## config.mk

```make
export PLATFORM = sky130hd
export DESIGN_NAME = tpanel_seq
export DESIGN_NICKNAME = d
export VERILOG_FILES = /design/src/rtl/tpanel_seq.sv
export SDC_FILE = /design/constraint.sdc
export NUM_CORES = 1
export LEC_CHECK = 0
export ABC_CLOCK_PERIOD_IN_PS = 5900
export BUFFER_PORTS_ARGS = -buffer_cell sky130_fd_sc_hd__buf_2
export CORE_MARGIN = 4
export CORE_UTILIZATION = 40
export DETAILED_ROUTE_END_ITERATION = 10
export SLEW_MARGIN = 20
export SYNTH_ARGS = -nofsm -noshare
export SYNTH_HDL_FRONTEND = slang
export SYNTH_SLANG_ARGS = --single-unit
```

## constraint.sdc

```tcl
create_clock -name clk -period 5.9 [get_ports clk]
set_clock_uncertainty 0.05 [all_clocks]
set_input_delay 0.59 -clock clk [delete_from_list [all_inputs] [get_ports clk]]
set_output_delay 0.59 -clock clk [all_outputs]
set_load 0.01 [all_outputs]
```

## src/rtl/tpanel_seq.sv

```systemverilog
module tpanel_seq #(
  parameter int DW = 10,
  parameter int LW = 8,
  parameter int TW = 8,
  parameter int OW = 16
) (
  input  logic             clk,
  input  logic             rst_n,
  input  logic             trig,
  input  logic             ts_mode,
  input  logic             low_res,
  input  logic             sleep_en,
  input  logic             stream_en,
  input  logic [5:0]       ch_en,
  input  logic [TW-1:0]    startup_cyc,
  input  logic [TW-1:0]    hold_cyc,
  output logic             adc_start,
  input  logic             adc_done,
  input  logic [DW-1:0]    adc_data,
  output logic             adc_pwr,
  output logic             sw_xp,
  output logic             sw_xm,
  output logic             sw_yp,
  output logic             sw_ym,
  output logic             busy,
  output logic             overrun,
  output logic [5:0]       chan_status,
  output logic [6*DW-1:0]  ch_data,
  output logic [DW-1:0]    last_data,
  output logic             stream_valid,
  output logic [OW-1:0]    stream_word
);
  localparam int NCH = 6;
  localparam int NPS = 6;
  localparam int NST = NPS + NCH;
  localparam int SW  = $clog2(NST + 1);
  localparam logic [SW-1:0] NONE = SW'(NST);

  typedef enum logic [2:0] {S_IDLE, S_WAKE, S_HOLD, S_START, S_WAIT} st_t;

  st_t            st;
  logic [SW-1:0]  step;
  logic [TW-1:0]  cnt;
  logic [DW-1:0]  chq [NCH];
  logic [NST-1:0] act;
  logic [SW-1:0]  first, nxt;
  logic           panel, yaxis, settle;
  logic [SW-1:0]  pos;
  logic [2:0]     offs_i, widx;
  logic [DW-1:0]  offs, diff, res, val;

  function automatic logic [SW-1:0] find(input logic [NST-1:0] a, input logic [SW-1:0] from);
    find = NONE;
    for (int k = NST - 1; k >= 0; k--)
      if (k >= int'(from) && a[k]) find = SW'(k);
  endfunction

  assign act   = {ts_mode ? (ch_en & 6'b110000) : ch_en, {NPS{ts_mode}}};
  assign first = find(act, '0);
  assign nxt   = find(act, step + 1'b1);

  assign panel  = step < SW'(NPS);
  assign yaxis  = step >= SW'(3);
  assign pos    = yaxis ? step - SW'(3) : step;
  assign offs_i = yaxis ? 3'd3 : 3'd1;
  assign widx   = !panel ? 3'(step - SW'(NPS)) : (pos == SW'(1)) ? offs_i - 3'd1 : offs_i;
  assign offs   = chq[offs_i];
  assign diff   = (adc_data >= offs) ? adc_data - offs : '0;
  assign res    = (ts_mode || !low_res) ? adc_data : DW'(adc_data[DW-1 -: LW]);
  assign val    = panel ? diff : res;

  assign busy     = st != S_IDLE;
  assign settle   = st == S_HOLD || st == S_START || st == S_WAIT;
  assign sw_xp    = settle && panel && !yaxis;
  assign sw_xm    = sw_xp;
  assign sw_yp    = settle && panel && yaxis;
  assign sw_ym    = sw_yp;
  assign adc_start = st == S_START;
  assign adc_pwr   = !sleep_en || busy;
  assign chan_status = ts_mode ? (ch_en | 6'b001111) : ch_en;

  for (genvar g = 0; g < NCH; g++) begin : g_out
    assign ch_data[g*DW +: DW] = chq[g];
  end

  always_ff @(posedge clk or negedge rst_n) begin
    if (!rst_n) begin
      st           <= S_IDLE;
      step         <= '0;
      cnt          <= '0;
      last_data    <= '0;
      overrun      <= 1'b0;
      stream_valid <= 1'b0;
      stream_word  <= '0;
      for (int i = 0; i < NCH; i++) chq[i] <= '0;
    end else begin
      stream_valid <= 1'b0;
      overrun      <= trig && busy;
      case (st)
        S_IDLE: if (trig && first != NONE) begin
          step <= first;
          st   <= sleep_en ? S_WAKE : S_HOLD;
          cnt  <= sleep_en ? startup_cyc : hold_cyc;
        end
        S_WAKE: if (cnt == '0) begin
          st  <= S_HOLD;
          cnt <= hold_cyc;
        end else cnt <= cnt - 1'b1;
        S_HOLD: if (cnt == '0) st <= S_START;
                else cnt <= cnt - 1'b1;
        S_START: st <= S_WAIT;
        S_WAIT: if (adc_done) begin
          if (panel && pos == '0) chq[offs_i] <= adc_data;
          else begin
            chq[widx] <= val;
            last_data <= val;
            if (stream_en) begin
              stream_valid <= 1'b1;
              stream_word  <= OW'(val);
            end
          end
          if (nxt == NONE) st <= S_IDLE;
          else begin
            step <= nxt;
            st   <= S_HOLD;
            cnt  <= hold_cyc;
          end
        end
        default: st <= S_IDLE;
      endcase
    end
  end
endmodule

```

# Word-level counts from Yosys, hierarchy flattened
# Cells that the tools add are included.
# word_totals
ff_bits	97
# classes
n_eq_ne	13
reduce_logical	39
add_sub_neg	6
n_lt_le_gt_ge	19
bitwise	3
n_mux	60
# op_table
operator	count
$bwmux W60	2
$mux W10	7
$mux W4	17
$demux W10 S3	2
$mux W60	1
$mux W8	6
$mux W3	14
$pmux W8 S4	1
$bmux W10 S3	1
$logic_and A1 B1 Y1	20
$ge A3 B4 Y1 const A	4
$ge A4 B4 Y1 const A	4
$pmux W3 S5	1
$reduce_and A4 Y1	3
$ge A10 B10 Y1	1
$ne A2 B2 Y1 const B	5
$sub A10 B10 Y10	1
$ge A1 B4 Y1 const A	2
$ge A2 B4 Y1 const A	2
$ge A4 B4 Y1 const B	2
$logic_not A8 Y1	1
$lt A4 B1 Y1 const B	2
$pmux W4 S2	1
$sub A8 B1 Y8 const B	1
28 further kinds	39

# Depth between registers and ports, before layout
# Gate-level depths: netlist of the first run.
# logic_depth
depth_word	19
mapped_depth	15
ltp_nobuf	13

# Worst setup path after synthesis of the first run
# Ideal clock, no wire load.
# synth_timing
path_type	reg-to-reg
from	reg step[1]
to	reg chq, in the netlist ch_data[36]
path_stages_with_launch	16
synth_period_minus_slack_ns	3.572
setup_ns	0.145
slack_ns	2.328
t_arrival_ns	3.377
required_time_ns	5.705
path_cell_list	dfrtp_1 > ha_1 > buf_6 > nor3_1 > clkbuf_1 > nand2_1 > o21ai_0 > ha_1 > inv_1 > fa_1 > a21o_1 > a21o_1 > a21oi_4 > o22ai_2 > a21oi_1 > o221ai_1
# synth_between
elab_chain_cells	12
# synth_lines
item	line	source
start: declaration	42	logic [SW-1:0] step;
start signal: assignment	101	step <= first;
start signal: assignment	124	step <= nxt;
parallel branches: the longest is 11 deep, another holds $sub A10 B10 Y10	n/a	
$mux W60 (*)	113	if (panel && pos == '0) chq[offs_i] <= adc_data;
end signal: indexed assignment	113	
end signal: indexed assignment	115	chq[widx] <= val;
end: declaration	44	logic [DW-1:0] chq [NCH];
# Mark *: on every way between the ends. The select of a mux whose other input is x is not followed.
# A chain may end at the register's enable or synchronous reset.

# Worst setup path in the final report of the first run
# layout_timing
from	reg step[0]
to	reg chq, in the netlist ch_data[36]
# Same word-level chain as after synthesis.

==> summary.txt, run 1 <==
Route
  – DR WL met2: between 7000 and 8000 um
  – Vias: 5294
  – Mean routed wirelength per cell: between 15 and 20 um
  – 1st-iter DRT viols: just over 400
  – Top Layer Used: met4
  – Final ANT Viol Nets: 0
  – Routed WL: ~17000 um
  – Vias/cell: 5.549
  – Detail Route met3 WL: approximately 940 um
  – Metal-1 WL: 7853 um
  – # DRC: 0
  – First drt pass iteration count: 5

Finish
  – Final Util: 0.4773
  – Most frequent cells in the layout: 133 x buf_2, 97 x dfrtp_1, 76 x nand2_1, 69 x o21ai_0, 61 x nor2_1
  – Register area: 2427 um^2
  – Multi-input gate area: approximately 3200 um^2
  – NumNets Final: ~820
  – Non-Filler Instances: 954
  – Fill count: 1435
  – Area Growth Syn to Fin: 16.42%
  – Layout cell share with drive strength beyond 1: 0.2675
  – # diodes: 0
  – Commonest non-fill, non-tap cell in the layout: buf_2

Clock tree
  – Clock root cell: clkbuf_16
  – Clock slew at the register clock pins of the worst setup and hold paths: 0.08 ns
  – H-tree depth: 3
  – Clk buf depth: 2
  – Num CTS Buffers: 9
  – Clock Latency Late Sink: about 0.35 ns
  – Post-cts resize count: 0
  – Hold buffers post-CTS: 0
  – Clock sink count: 97
  – Postcts setup bufs: 0
  – CTS tree: done

Die
  – Die area: 16970 um^2
  – Core Region: 14590 um^2
  – Die Y: approximately 130 um
  – Row count: 44
  – Ports: 141
  – Die width: 130.3 um
  – Initial Util: 0.4099

Flow run
  – Max-Cap Viols: 0

Timing
  – Max-slew violation count: 0
  – Final hold violations: 0
  – Setup TNS: 0 ns
  – Final setup vio count: 0
  – Post-layout min period: 4.122 ns
  – Fmax: around 240 MHz
  – Final Hold Slack: roughly 0.15 ns
  – Slew headroom: 0.4106
  – RSZ-0062 raised after global routing: no
  – Fin crit share: 0.6987
  – Worst-margin pin slew: ~0.9 ns

Synth
  – Post-synth EDFFs: 0
  – Yosys cell types: 80
  – Post-Syn Instances: 654
  – Cell Area, Synth: 5981 um^2
  – Asr flop ratio synth: 1.000
  – Seq/Total Area, Yosys: 0.4059
  – Avg Inst Size Synth: 9.145 um^2
  – Synth Flop Type: dfrtp_1
  – Yosys reg bits: 97
  – Warnings from Yosys: 0

Setup path
  – Cell Chain, Critical Path: ha_1, nor3_2, buf_4, o21ai_0, ha_1, inv_1, fa_1, a21o_1, a21o_1, a21oi_4, o22ai_2, a21oi_1, o221ai_1
  – Critical Path AT: 4.27 ns
  – Crit-path max FO: 22
  – RR Endpoint: ch_data[36]$_DFFE_PN0P_
  – R2r setup slk: 1.78 ns
  – Worst Setup End Kind: register
  – Reg2reg path depth: 13
  – Worst Setup Start Kind: register
  – Setup CP Type: reg2reg
  – WP buf/inv: 2
  – CP max stage cell: dfrtp_1
  – R2r startpoint: step[0]$_DFFE_PN0P_
  – Crit path largest cell delay: around 0.6 ns
  – CP delay by family, top: compound AO/OA/AOI/OAI gates
  – WP data required: 6.05 ns

GRT
  – Total gr overflow: 0
  – Total GRT Usage: 0.1998
  – Vias in the first global route: approximately 5k
  – Largest net degree at the start of global routing: 60
  – First-pass GRT wire length: 26910 um
  – Initial antenna violation count: 0

Power and ir drop
  – Maximum vdd ir drop: about 0.00024 V
  – Pwr/cell area: 592.4 nW/um^2
  – Tot Pwr: 4.125 mW
  – Leakage power: about 3.3 nW

Placement
  – PortBufs: around 130
  – Final Wtd Congestion: ~0.9
  – HPWL after DPL: 12690 um
  – Post-placement cell count: 938

Run status
  – Status: complete, no violations

Min path
  – Hold Crit Class: in2async
[worst max-delay path by stage]
| stage | startpoint | end | cells past startpoint | slack, ns |
|---|---|---|---|---|
| floorplan | step[1]$_DFFE_PN0P_ | ch_data[36]$_DFFE_PN0P_ | 15 | 2.33 |
| detailed placement | step[0]$_DFFE_PN0P_ | ch_data[36]$_DFFE_PN0P_ | 13 | 1.81 |
| finish | step[0]$_DFFE_PN0P_ | ch_data[36]$_DFFE_PN0P_ | 13 | 1.78 |
| CTS | step[0]$_DFFE_PN0P_ | ch_data[36]$_DFFE_PN0P_ | 13 | 1.78 |
| global route | step[0]$_DFFE_PN0P_ | ch_data[36]$_DFFE_PN0P_ | 13 | 1.48 |
| global placement | step[0]$_DFFE_PN0P_ | ch_data[36]$_DFFE_PN0P_ | 14 | 1.97 |
[through the flow]
stage	setup slack (ns)	instance area [um^2]
2_1_floorplan	2.328	6000
3_3_place_gp	1.974	6643
3_5_place_dp	1.814	6643
4_1_cts	1.781	6963
5_1_grt	1.475	6963
6_report	1.778	6963
[registers in the layout, indices dropped and copies added (netlist names)]
| signal | flops |
|---|---|
| st | 3 |
| ch_data | 60 |
| step | 4 |
| last_data | 10 |
| stream_valid | 1 |
| stream_word | 10 |
| overrun | 1 |
| cnt | 8 |
[cells by family after synthesis]
| logic type | count (synthesis) | synth area share |
|---|---|---|
| AOI/OAI and AO/OA | 223 | 0.2588 |
| and+or+nand+nor | 208 | 0.1678 |
| muxes | 23 | 0.04226 |
| DFF | 97 | 0.4059 |
| adders and majority gates | 19 | 0.04059 |
| other | 1 | 0.0006270 |
| buffers and inverters | 73 | 0.06820 |
| xor gates and xnor gates | 10 | 0.01590 |
[power breakdown]
part / internal [mW] / leakage, nW / switching [mW]
logic: 0.885 / 1.93 / 1.44
clock network: 0.343 / 0.157 / 0.289
registers: 0.907 / 1.26 / 0.260
total: 2.13 / 3.35 / 1.99
[metal layers]
layer  up-vias  GRT usage
met5         -          0
met4         0    0.05379
met3        23    0.03807
met2       200     0.3111
met1      2513     0.2859
li1       2558          -
[final cells by class]
class                   count  area share
clock buffers               9     0.03235
clock inverters             7     0.01366
inverters                  30     0.01617
multi-input cells         489      0.4552
flip-flops and latches     97      0.3486
well taps                 184     0.03306
repair buffers            138      0.1010
[synth_stat cells, drive strengths merged, types with 5 or more instances]
cell	number	share of area
nand2	77	0.049
mux2i	14	0.023
mux2	9	0.019
a21oi	46	0.040
o21a	5	0.0063
a21o	5	0.0063
clkbuf	10	0.0065
o21bai	5	0.0069
nor3	7	0.0059
o21ai	85	0.074
o221ai	10	0.015
xnor2	7	0.012
inv	30	0.019
or2	8	0.0084
nor2b	6	0.0063
a31oi	13	0.020
nand3	9	0.0075
nor2	65	0.046
a22oi	9	0.011
nand2b	10	0.010
dfrtp	97	0.41
or3	5	0.0052
ha	17	0.036
buf	33	0.043
Power figures use the tool's default switching activity.
==> run 2: changes to the inputs <==
--- a/config.mk
+++ b/config.mk
@@ -5,7 +5,7 @@
 export SDC_FILE = /design/constraint.sdc
 export NUM_CORES = 1
 export LEC_CHECK = 0
-export ABC_CLOCK_PERIOD_IN_PS = 5900
+export ABC_CLOCK_PERIOD_IN_PS = 3700
 export BUFFER_PORTS_ARGS = -buffer_cell sky130_fd_sc_hd__buf_2
 export CORE_MARGIN = 4
 export CORE_UTILIZATION = 40
==> constraint.sdc (replaced) <==
create_clock -name clk -period 3.7 [get_ports clk]
set_clock_uncertainty 0.05 [all_clocks]
set_input_delay 0.37 -clock clk [delete_from_list [all_inputs] [get_ports clk]]
set_output_delay 0.37 -clock clk [all_outputs]
set_load 0.01 [all_outputs]
==> summary.txt, run 2 (synthesis gave the netlist of run 1 again) <==
Timing
  – Worst-margin pin slew: 0.8631 ns
  – Final hold violations: 0
  – RSZ-0062 raised after global routing: no
  – Max-slew violation count: 0
  – Setup TNS: 0 ns
  – Slew headroom: 0.4233
  – Final setup vio count: 0
  – Final Hold Slack: 0.1832 ns
  – Fin crit share: 0.9079
  – Post-layout min period: 3.359 ns
  – Fmax: 297.7 MHz

Power and ir drop
  – Maximum vdd ir drop: between 0.0004 and 0.0005 V
  – Pwr/cell area: 944.7 nW/um^2
  – Clock share of power: 0.135
  – Sw Share: 0.4797
  – Leakage power: 3.395 nW
  – Seq pwr share: 0.271
  – Psw: 3.187 mW
  – Internal: 3.457 mW
  – Logic pwr share: 0.594

Die
  – Die Y: 130.3 um
  – Initial Util: 0.4099
  – Row count: between 40 and 50
  – Ports: 141
  – Die width: approximately 130 um
  – Die area: 16970 um^2
  – Core Region: between 10000 and 15000 um^2

Setup path
  – Worst Setup Start Kind: register
  – Worst Setup End Kind: register
  – R2r setup slk: about 0.34 ns
  – Setup CP Type: reg2reg
  – R2r startpoint: step[0]$_DFFE_PN0P_
  – RR Endpoint: ch_data[1]$_DFFE_PN0P_
  – Crit-path max FO: 18
  – Critical Path AT: about 3.5 ns
  – WP data required: slightly below 4 ns
  – Reg2reg path depth: 12

Route
  – Vias: 5456
  – # DRC: 0
  – Final ANT Viol Nets: 0
  – Vias/cell: roughly 5.6
  – 1st-iter DRT viols: 421
  – First drt pass iteration count: 5
  – Mean routed wirelength per cell: 17.98 um
  – Routed WL: 17410 um

Clock tree
  – Clock sink count: 97
  – Clock slew at the register clock pins of the worst setup and hold paths: around 0.070 ns
  – Clock Latency Late Sink: 0.35 ns
  – CTS tree: done
  – Clock root cell: clkbuf_16
  – Num CTS Buffers: 9
  – H-tree depth: 3
  – Clk buf depth: 2
  – Postcts setup bufs: 0

Placement
  – HPWL after DPL: 13020 um
  – Final Wtd Congestion: just under 0.9
  – PortBufs: 134

GRT
  – Total gr overflow: 0
  – First-pass GRT wire length: 27450 um
  – Initial antenna violation count: 0
  – Vias in the first global route: 5120
  – Total GRT Usage: 0.2040
  – Largest net degree at the start of global routing: 36

Finish
  – Commonest non-fill, non-tap cell in the layout: buf_2
  – Most frequent cells in the layout: 133 x buf_2, 97 x dfrtp_1, 76 x nand2_1, 69 x o21ai_0, 61 x nor2_1
  – Area Growth Syn to Fin: 17.59%
  – Max FFs per register: 60
  – Register area: approximately 2400 um^2
  – Multi-input gate area: 3169 um^2
  – Layout cell share with drive strength beyond 1: 0.2793
  – NumNets Final: 838
  – Fill count: 1391
  – # diodes: 0

Run status
  – Status: complete, no violations

Min path
  – Hold Crit Class: in2reg
  – Hold Path Cell Cnt: 2
  – Hold Path Sink: st[2]$_DFFE_PN0P_
  – Hold Path Origin: adc_done

Flow run
  – Max-Cap Viols: 0
## run 2: worst max path at each step
| stage | start | end | slack, ns | depth (start not counted) |
|---|---|---|---|---|
| floorplan | step[1]$_DFFE_PN0P_ | ch_data[36]$_DFFE_PN0P_ | 0.13 | 15 |
| global placement | step[0]$_DFFE_PN0P_ | ch_data[30]$_DFFE_PN0P_ | 0.48 | 11 |
| detailed placement | step[0]$_DFFE_PN0P_ | ch_data[35]$_DFFE_PN0P_ | 0.31 | 12 |
| CTS | step[0]$_DFFE_PN0P_ | ch_data[35]$_DFFE_PN0P_ | 0.28 | 12 |
| global route | step[0]$_DFFE_PN0P_ | ch_data[4]$_DFFE_PN0P_ | 0.09 | 12 |
| finish | step[0]$_DFFE_PN0P_ | ch_data[1]$_DFFE_PN0P_ | 0.34 | 12 |
## run 2: power by group through the flow
stage / combinational, mW / sequential, mW / clock (mW)
after global routing: 4.35 / 1.85 / 0.964
final: 3.95 / 1.80 / 0.898
after floorplan: 2.65 / 1.84 / 0
after detailed placement: 3.92 / 1.82 / 0
after global placement: 3.85 / 1.81 / 0
after CTS: 3.94 / 1.80 / 0.918
## run 2: layout make-up
class,instances,area share
multi-input cells,489,0.4506
flip-flops and latches,97,0.3451
repair buffers,153,0.1163
well taps,184,0.03273
clock buffers,9,0.03202
inverters,30,0.01601
clock inverters,6,0.007116
## run 2: through the flow
step                      total power, mW  setup WS, ns  cell area [um^2]  cells  utilization
after floorplan                     4.492        0.1279              6000    659            -
after global placement              5.656        0.4841              6748    952       0.4625
after detailed placement            5.739        0.3110              6748    952       0.4625
after CTS                           6.661        0.2755              7033    968       0.4821
after global routing                7.163       0.08622              7033    968       0.4821
final                               6.644        0.3407              7033    968       0.4821
## run 2: routing by layer
layer  GRT usage  up-vias  part of all wire
met5           0        -                 0
met4     0.05990        0             0.014
met3     0.03561       17             0.064
met2      0.3199      216              0.48
met1      0.2898     2632              0.44
li1            -     2591                 -
## run 2: what timing repair did
action | in CTS | in global routing
resized for setup | 0 | 1
setup endpoints to repair | 0 | 8
hold buffers | 1 | 0
hold endpoints to repair | 33 | 0
## run 2: critical path, stage by stage (launching register included)
cell and delay (ns):
dfrtp_1 0.39, ha_1 0.23, nor3_2 0.23, buf_4 0.28, a21oi_1 0.14, fa_1 0.47, a21o_1 0.18, a21o_1 0.22
a21oi_4 0.22, o21ai_2 0.17, a31oi_2 0.31, buf_4 0.23, o21ai_0 0.10
==> run 3: changes to the inputs <==
--- a/config.mk
+++ b/config.mk
@@ -5,7 +5,7 @@
 export SDC_FILE = /design/constraint.sdc
 export NUM_CORES = 1
 export LEC_CHECK = 0
-export ABC_CLOCK_PERIOD_IN_PS = 3700
+export ABC_CLOCK_PERIOD_IN_PS = 3950
 export BUFFER_PORTS_ARGS = -buffer_cell sky130_fd_sc_hd__buf_2
 export CORE_MARGIN = 4
 export CORE_UTILIZATION = 40
==> constraint.sdc (replaced) <==
create_clock -name clk -period 3.95 [get_ports clk]
set_clock_uncertainty 0.05 [all_clocks]
set_input_delay 0.395 -clock clk [delete_from_list [all_inputs] [get_ports clk]]
set_output_delay 0.395 -clock clk [all_outputs]
set_load 0.01 [all_outputs]
==> summary.txt, run 3 (synthesis gave the netlist of run 1 again) <==
Run status
  – Status: complete, no violations

Setup path
  – R2r setup slk: between 0.3 and 0.4 ns
  – R2r startpoint: step[0]$_DFFE_PN0P_
  – Top cell by count, worst path: ha_1
  – Reg2reg path depth: 11
  – CP max stage cell: a21boi_0
  – Setup CP Type: reg2reg
  – Crit-path max FO: 17
  – Worst Setup Start Kind: register
  – Crit path largest cell delay: 0.60 ns
  – Critical Path Sink: ch_data[37]$_DFFE_PN0P_
  – Worst Setup End Kind: register
  – RR Endpoint: ch_data[37]$_DFFE_PN0P_
  – Cell Chain, Critical Path: ha_1, nor3_2, buf_4, a21oi_1, ha_1, nand2_1, o21bai_1, a21boi_0, o21ai_0, a31oi_2, o221ai_1
  – Critical Path AT: 3.74 ns
  – CP Launch Point: step[0]$_DFFE_PN0P_
  – WP data required: 4.10 ns

Clock tree
  – Clk buf depth: 2
  – CTS tree: done
  – Postcts setup bufs: 0
  – Clock Latency Late Sink: between 0.3 and 0.4 ns
  – Post-cts resize count: 0
  – Clock sink count: 97
  – Clock root cell: clkbuf_16
  – Hold buffers post-CTS: 0
  – Num CTS Buffers: 9
  – Clock slew at the register clock pins of the worst setup and hold paths: 0.08 ns
  – H-tree depth: 3

Placement
  – HPWL after DPL: roughly 13000 um
  – DP Area: 6725 um^2
  – Post-placement cell count: 949
  – Final Wtd Congestion: ~0.86
  – PortBufs: ~130

Finish
  – Most frequent cells in the layout: 133 x buf_2, 97 x dfrtp_1, 76 x nand2_1, 69 x o21ai_0, 61 x nor2_1
  – Final Util: 0.4822
  – Layout cell share with drive strength beyond 1: 0.2778
  – Max FFs per register: 60
  – Fill count: 1422
  – Register area: between 2000 and 2500 um^2
  – Commonest non-fill, non-tap cell in the layout: buf_2
  – Area Growth Syn to Fin: 17.62%
  – Final Cell Area: 7034 um^2
  – # diodes: 0
  – NumNets Final: ~830
  – Non-Filler Instances: a little under 1k
  – Multi-input gate area: roughly 3200 um^2

GRT
  – Largest net degree at the start of global routing: 74
  – Total gr overflow: 0
  – Vias in the first global route: 4986
  – Total GRT Usage: 0.2026
  – Initial antenna violation count: 0
  – First-pass GRT wire length: 27340 um

Power and ir drop
  – Pwr/cell area: between 800 and 900 nW/um^2
  – Maximum vdd ir drop: 0.0005227 V
  – Leakage power: 3.392 nW

Die
  – Core Region: 14590 um^2
  – Row count: 44
  – Ports: 141
  – Die area: 16970 um^2
  – Die Y: 130.3 um
  – Initial Util: 0.4099
  – Die width: ~130 um

Route
  – 1st-iter DRT viols: 345
  – First drt pass iteration count: 5
  – Vias: 5376
  – Mean routed wirelength per cell: around 18 um
  – Routed WL: approximately 17000 um
  – Final ANT Viol Nets: 0
  – Vias/cell: 5.571
  – # DRC: 0

Timing
  – Setup TNS: 0 ns
  – Final setup vio count: 0
  – Worst-margin pin slew: 0.9427 ns
  – Slew headroom: 0.3715
  – RSZ-0062 raised after global routing: no
  – Fmax: 278.4 MHz
  – Post-layout min period: roughly 3.6 ns
  – Final Hold Slack: 0.1302 ns
  – Final hold violations: 0
  – Fin crit share: 0.9093
  – Max-slew violation count: 0

Flow run
  – Max-Cap Viols: 0

Min path
  – Hold Crit Class: in2async
## run 3: layout make-up
cell class              instances  area share
clock buffers                   9     0.03202
clock inverters                 7     0.01192
inverters                      30     0.01601
multi-input cells             489      0.4506
flip-flops and latches         97      0.3451
well taps                     184     0.03273
repair buffers                149      0.1117
## run 3: worst min-delay path by stage
stage	to	from
2_1_floorplan	ch_data[0]$_DFFE_PN0P_	rst_n
3_3_place_gp	stream_word[6]$_DFFE_PN0P_	stream_word[6]$_DFFE_PN0P_
3_5_place_dp	ch_data[9]$_DFFE_PN0P_	ch_data[9]$_DFFE_PN0P_
4_1_cts	stream_valid$_DFF_PN0_	rst_n
5_1_grt	stream_valid$_DFF_PN0_	rst_n
6_report	stream_valid$_DFF_PN0_	rst_n
## run 3: per-layer routing
metal  up-vias  track usage  wire [um]
met5         -            0          0
met4         0      0.04401        198
met3        14      0.03561        919
met2       159       0.3108       8138
met1      2617       0.2999       8050
li1       2586            -          -
## run 3: where the power goes
group          switching [mW]  internal (mW)  total [mW]  leakage (nW)
Sequential              0.355           1.36        1.71          1.26
Combinational            2.20           1.40        3.60          1.98
Clock                   0.428          0.454       0.882         0.151
Total                    2.98           3.21        6.20          3.39
## run 3: per-stage QoR
| stage | power, mW | setup slack [ns] |
|---|---|---|
| after floorplan | 4.208 | 0.3779 |
| after global placement | 5.279 | 0.4729 |
| after detailed placement | 5.319 | 0.4377 |
| after CTS | 6.226 | 0.4283 |
| after global routing | 6.706 | 0.1241 |
| final | 6.197 | 0.3581 |
## run 3: critical path: cells and delay by family, from the launching register on
family,cells,cell delay [ns]
AO/OA/AOI/OAI,6,1.80
adder cells (fa/ha/maj),2,0.59
flip-flops,1,0.39
AND/OR/NAND/NOR,2,0.34
buffers and inverters,1,0.26
